**config.mk**
```make
export PLATFORM = sky130hd
export DESIGN_NAME = irq_map_ctrl
export DESIGN_NICKNAME = d
export VERILOG_FILES = /design/src/rtl/irq_map_pkg.sv /design/src/rtl/irq_in_detect.sv /design/src/rtl/irq_lowest_sel.sv /design/src/rtl/irq_map_ctrl.sv
export SDC_FILE = /design/constraint.sdc
export NUM_CORES = 1
export LEC_CHECK = 0
export BUFFER_PORTS_ARGS = -buffer_cell sky130_fd_sc_hd__buf_4
export CELL_PAD_IN_SITES_DETAIL_PLACEMENT = 0
export CELL_PAD_IN_SITES_GLOBAL_PLACEMENT = 1
export CORE_MARGIN = 4
export CORE_UTILIZATION = 28
export CTS_CLUSTER_SIZE = 24
export DETAILED_ROUTE_END_ITERATION = 8
export HOLD_SLACK_MARGIN = 0.06
export PLACE_DENSITY_LB_ADDON = 0.08
export SLEW_MARGIN = 10
export SYNTH_ARGS = -nofsm -noshare
export SYNTH_HDL_FRONTEND = slang
export SYNTH_HIERARCHICAL = 1
export SYNTH_SLANG_ARGS = --single-unit
export TNS_END_PERCENT = 100
```
**constraint.sdc**
```tcl
create_clock -name clk_i -period 3 [get_ports clk_i]
set_clock_uncertainty 0.05 [all_clocks]
set_input_delay 0 -clock clk_i [delete_from_list [all_inputs] [get_ports clk_i]]
set_output_delay 0 -clock clk_i [all_outputs]
set_load 0.02 [all_outputs]
```
**src/rtl/irq_map_pkg.sv**
```systemverilog
package irq_map_pkg;
  localparam int NUM_SRC  = 64;
  localparam int DATA_W   = 32;
  localparam int VEC_W    = $clog2(NUM_SRC);
  localparam int EDGE_SRC = 32;

  // register word indices (byte offset / 4)
  localparam int IDX_MASK_HI = 0;
  localparam int IDX_MASK_LO = 1;
  localparam int IDX_PEND_HI = 2;
  localparam int IDX_PEND_LO = 3;
  localparam int IDX_VEC     = 4;
  localparam int IDX_EDGE    = 5;

  function automatic logic src_is_hi(int s);
    return ((s / 16) % 2) == 0;
  endfunction

  // MSB-first bit number of a source within its word
  function automatic int src_bitnum(int s);
    int b;
    case (s / 16)
      0:       b = (s == 0) ? 31 : s + 15;
      1:       b = (s == 16) ? 29 : (s == 17) ? 30 : (s == 31) ? 31 : s - 2;
      2:       b = s - 32;
      default: b = 63 - s;
    endcase
    return b;
  endfunction

  function automatic logic [4:0] src_pos(int s);
    return 5'(31 - src_bitnum(s));
  endfunction
endpackage

```
**src/rtl/irq_in_detect.sv**
```systemverilog
module irq_in_detect #(
  parameter int N = 64
) (
  input  logic         clk_i,
  input  logic         rst_ni,
  input  logic [N-1:0] src_ni,
  input  logic [N-1:0] edge_i,
  output logic [N-1:0] det_o
);
  logic [N-1:0] meta_q, sync_q, prev_q;

  always_ff @(posedge clk_i or negedge rst_ni) begin
    if (!rst_ni) begin
      meta_q <= '1;
      sync_q <= '1;
      prev_q <= '1;
    end else begin
      meta_q <= src_ni;
      sync_q <= meta_q;
      prev_q <= sync_q;
    end
  end

  for (genvar i = 0; i < N; i++) begin : g_det
    assign det_o[i] = edge_i[i] ? (prev_q[i] & ~sync_q[i]) : ~sync_q[i];
  end

  // an edge-mode source never detects on two consecutive cycles
  a_r6_edge_single: assert property (@(posedge clk_i) disable iff (!rst_ni)
    ((edge_i & det_o & $past(edge_i & det_o)) == '0));
endmodule

```
**src/rtl/irq_lowest_sel.sv**
```systemverilog
module irq_lowest_sel #(
  parameter int N = 64,
  localparam int IW = $clog2(N)
) (
  input  logic [N-1:0]  req_i,
  output logic [IW-1:0] idx_o,
  output logic          any_o
);
  always_comb begin
    idx_o = '0;
    for (int i = N - 1; i >= 0; i--) begin
      if (req_i[i]) idx_o = IW'(i);
    end
  end

  assign any_o = |req_i;
endmodule

```
**src/rtl/irq_map_ctrl.sv**
```systemverilog
module irq_map_ctrl
  import irq_map_pkg::*;
#(
  parameter int ADDR_W = 5
) (
  input  logic               clk_i,
  input  logic               rst_ni,
  input  logic [NUM_SRC-1:0] src_ni,
  input  logic               wr_en_i,
  input  logic [ADDR_W-1:0]  addr_i,
  input  logic [DATA_W-1:0]  wdata_i,
  output logic [DATA_W-1:0]  rdata_o,
  output logic               irq_o
);
  localparam int WORD_W = ADDR_W - 2;

  logic [WORD_W-1:0] word;
  logic aligned;
  logic wr_mask_hi, wr_mask_lo, wr_pend_hi, wr_pend_lo, wr_edge;

  assign word    = addr_i[ADDR_W-1:2];
  assign aligned = (addr_i[1:0] == 2'b00);

  assign wr_mask_hi = wr_en_i & aligned & (word == WORD_W'(IDX_MASK_HI));
  assign wr_mask_lo = wr_en_i & aligned & (word == WORD_W'(IDX_MASK_LO));
  assign wr_pend_hi = wr_en_i & aligned & (word == WORD_W'(IDX_PEND_HI));
  assign wr_pend_lo = wr_en_i & aligned & (word == WORD_W'(IDX_PEND_LO));
  assign wr_edge    = wr_en_i & aligned & (word == WORD_W'(IDX_EDGE));

  logic [NUM_SRC-1:0] mask_q, mask_d, pend_q, pend_d, clr_v, det_v, edge_v;
  logic [EDGE_SRC-1:0] edge_q;

  // per-source state, addressed through the fixed word/bit table
  for (genvar s = 0; s < NUM_SRC; s++) begin : g_src
    localparam logic [4:0] P = src_pos(s);
    localparam logic       H = src_is_hi(s);
    logic wm, wp;
    assign wm        = H ? wr_mask_hi : wr_mask_lo;
    assign wp        = H ? wr_pend_hi : wr_pend_lo;
    assign mask_d[s] = wm ? wdata_i[P] : mask_q[s];
    assign clr_v[s]  = wp & wdata_i[P];
    if (s < EDGE_SRC) begin : g_cfg
      assign edge_v[s] = edge_q[s];
    end else begin : g_lvl
      assign edge_v[s] = 1'b0;
    end
  end

  irq_in_detect #(.N(NUM_SRC)) u_detect (
    .clk_i  (clk_i),
    .rst_ni (rst_ni),
    .src_ni (src_ni),
    .edge_i (edge_v),
    .det_o  (det_v)
  );

  // new detection wins over a same-edge clear
  assign pend_d = (pend_q & ~clr_v) | det_v;

  always_ff @(posedge clk_i or negedge rst_ni) begin
    if (!rst_ni) begin
      mask_q <= '0;
      pend_q <= '0;
      edge_q <= '0;
    end else begin
      mask_q <= mask_d;
      pend_q <= pend_d;
      if (wr_edge) edge_q <= wdata_i[EDGE_SRC-1:0];
    end
  end

  logic [VEC_W-1:0] sel_idx;
  logic             sel_any;

  irq_lowest_sel #(.N(NUM_SRC)) u_sel (
    .req_i (pend_q & mask_q),
    .idx_o (sel_idx),
    .any_o (sel_any)
  );

  assign irq_o = sel_any;

  logic [DATA_W-1:0] mask_hi, mask_lo, pend_hi, pend_lo;

  always_comb begin
    mask_hi = '0;
    mask_lo = '0;
    pend_hi = '0;
    pend_lo = '0;
    for (int s = 0; s < NUM_SRC; s++) begin
      if (src_is_hi(s)) begin
        mask_hi[src_pos(s)] = mask_q[s];
        pend_hi[src_pos(s)] = pend_q[s];
      end else begin
        mask_lo[src_pos(s)] = mask_q[s];
        pend_lo[src_pos(s)] = pend_q[s];
      end
    end
  end

  always_comb begin
    rdata_o = '0;
    if (aligned) begin
      case (word)
        WORD_W'(IDX_MASK_HI): rdata_o = mask_hi;
        WORD_W'(IDX_MASK_LO): rdata_o = mask_lo;
        WORD_W'(IDX_PEND_HI): rdata_o = pend_hi;
        WORD_W'(IDX_PEND_LO): rdata_o = pend_lo;
        WORD_W'(IDX_VEC):     rdata_o = {sel_idx, {(DATA_W-VEC_W){1'b0}}};
        WORD_W'(IDX_EDGE):    rdata_o = DATA_W'(edge_q);
        default:              rdata_o = '0;
      endcase
    end
  end

  // a flag rises only after a detection
  a_r5_set_needs_event: assert property (@(posedge clk_i) disable iff (!rst_ni)
    ((pend_q & ~$past(pend_q) & ~$past(det_v)) == '0));
  // a flag falls only after a one is written to it
  a_r7_clear_needs_write: assert property (@(posedge clk_i) disable iff (!rst_ni)
    ((~pend_q & $past(pend_q) & ~$past(clr_v)) == '0));
  // a detection always leaves its flag set
  a_r9_set_beats_clear: assert property (@(posedge clk_i) disable iff (!rst_ni)
    (($past(det_v) & ~pend_q) == '0));
  // the reported source is live whenever the request is up
  a_r8_vec_target: assert property (@(posedge clk_i) disable iff (!rst_ni)
    irq_o |-> (pend_q[sel_idx] && mask_q[sel_idx]));
  a_r8_vec_idle: assert property (@(posedge clk_i) disable iff (!rst_ni)
    !irq_o |-> (sel_idx == '0));
endmodule

```
==> run metrics <==
yosys warns 6; Port-buffer cells 136; violated checks negative setup slack; final wirelength 45,510 µm; Least-Margin Pin Slew 0.7718 ns; longest individual stage delay on the worst path 0.55 ns; Detailed Place HPWL 30,240 µm; post-route insts no fill 2,210; TritonCTS clock tree done; flops & latches, synth 352; all-layer global routing usage 16.39%; # nets final 1,597; GRT overflow 0; FP Rows 83; clk_lat worst skew 0.56 ns; worst hold path cell count 3; Clock Tree Buf Depth 3; initial antenna violation count 1; first-pass GRT wire length 69,870 µm; dominant cells by area after synthesis dfstp_2 (35%), dfrtp_1 (28%), mux2_2 (7.9%); post-placement cell count 1,948; TNS Setup -0.8825 ns; utilization after layout 39.35%; worst setup margin -0.2980 ns; CP Class register to primary output; drt drc 0; synthesized area per cell 13.07 µm²; post-synth top area cell dfstp_2; Reg2Reg Depth 2; status finished with violations; Die W 235.5 µm; post-layout instance area 20,190 µm²; Synth Flop Type dfstp_2; Cell variety after synth 60; Max Cap Viol 0; Vias/cell 4.560; boundary pin count 137; largest net degree at the start of global routing 71; register-to-register setup slack 1.58 ns; Slowest cell on crit path or4_4; Root Driver clkbuf_16; Yosys top cell area share 34.82%; Die Area 55,440 µm²; Leak 8.242 nW; clk sinks 352; worst-path fanout max 3; Largest delay share family, worst path simple AND/OR/NAND/NOR gates; number of setup violations in the final report 5; Vias 10,080; Post-synth EDFFs 0; P&R area growth vs syn 39.34%; hold crit path type input pin to register; commonest non-fill, non-tap cell in the layout dfstp_2; WP depth 10; antenna viol nets, final 0; fin crit period 3.298 ns; PD cells 648.7 nW/µm²; CP required 2.95 ns; Detailed Routing Iterations Pass 1 4; Initial DRC Count 455; Seq/Total Area, Yosys 62.46%; WP buf/inv 1; Initial Util 28.24%; core box area 51,300 µm²; peak supply drop 421.7 µV; TritonCTS buffer count 44; htree depth 2; fmax 303.2 MHz; commonest cells after routing, fill and taps aside dfstp_2 (192), buf_4 (171), dlygate4sd3_1 (167); RSZ-0062 raised after global routing true; Final Max Slew Viols 0; hold_ws 0.1988 ns; Post-DP Area 16,660 µm²; synthesized cell area 14,490 µm²; Clock transition at path regs 0.06 ns; wire per inst 20.59 µm; Cells after Synth 1,108; Async S/R FF share, synth 100.0%; Final Hold Fails 0; die height 235.5 µm; Crit. End Element primary output; critical-path cell list and2_4, or4_4, nor4b_4, nand3_2, nand3_2, a21oi_2, mux2_4, a222oi_1, a21boi_2, buf_6; arrival time of the worst setup path 3.25 ns; gpl congestion 0.7543; Top cell by count, worst path nand3_2; Worst setup SP type register; Tcrit/Tclk final 109.9%; layout cells sized above 1 43.98%; Rel. slew slack 48.49%; vias in the first global route 10,750
-- layout make-up --
class | instances | area, µm²
multi-input cells | 667 | 5279
inverters | 75 | 281.5
flip-flops and latches | 352 | 9049
clock buffers | 68 | 1363
diodes | 2 | 5.005
repair buffers | 353 | 3189
clock inverters | 13 | 168.9
well taps | 680 | 850.8
fillers | 4984 | 31120
-- worst min-delay path: stages --
cell and delay, ns:
dlygate4sd3_1 0.52, buf_4 0.13, mux2_1 0.12
-- synthesized netlist by cell type, drive strengths merged, types with 3 or more instances --
master / instances
a21boi: 5
a21o: 64
a21oi: 100
a22oi: 28
a32o: 3
a32oi: 26
and2: 65
and3b: 3
buf: 33
clkbuf: 12
dfrtp: 160
dfstp: 192
inv: 75
mux2: 131
mux4: 3
nand2: 15
nand2b: 4
nand3: 71
nor2: 24
nor2b: 8
nor3: 14
nor4: 18
o211ai: 4
o21a: 3
o21ai: 8
o21bai: 3
o311ai: 3
o31ai: 3
or3: 3
or4: 5
-- state kept, by name, indices dropped and copies added, names as in the netlist --
name             flops
u_detect/prev_q     64
edge_q              32
u_detect/meta_q     64
u_detect/sync_q     64
mask_q              64
pend_q              64
-- cell families (layout without fill, tap and decap cells) --
kind of cell,after synthesis,after routing,synth area share [%]
AO/OA/AOI/OAI,264,264,13.87
AND/OR/NAND/NOR,237,237,9.587
flip-flops,352,352,62.46
buffers and inverters,120,509,3.403
other,1,34,0.02589
multiplexers,134,134,10.65
-- timing repair --
action                                 CTS  global route
endpoints found under the hold margin  421             0
resized for setup                       38            23
setup endpoints to repair                6             7
buffers inserted                        12             2
hold buffers                           168             0
pin swaps                               14            13
-- path summary, 6_finish.rpt --
path	startpoint	to
setup / recovery	pend_q[63]	rdata_o[30]
setup reg to reg	mask_q[34]	mask_q[34]
max in group asynchronous	rst_ni	u_detect/meta_q[55]
min in group asynchronous	rst_ni	mask_q[11]
hold / removal	wdata_i[2]	mask_q[14]
hold reg to reg	u_detect/meta_q[13]	u_detect/sync_q[13]
-- power breakdown --
part           switching, mW  internal [mW]
Combinational           1.07           1.01
Sequential             0.287           5.25
Clock                   2.08           3.39
-- stage by stage --
step	power [mW]	worst slack (ns)
after floorplan	6.562	0.2196
after global placement	7.388	0.2499
after detailed placement	7.394	0.2738
after CTS	13.28	-0.2787
after global routing	13.75	-0.4217
final	13.09	-0.2980
-- per-layer routing --
metal,vias to the layer above,wire (µm),GRT usage [%]
met2,176,21640,26.77
li1,4722,-,-
met3,48,1619,2.402
met5,-,0,0
met4,0,823,3.986
met1,5132,21430,23.10
No activity file was read; power rests on OpenSTA's default activity.
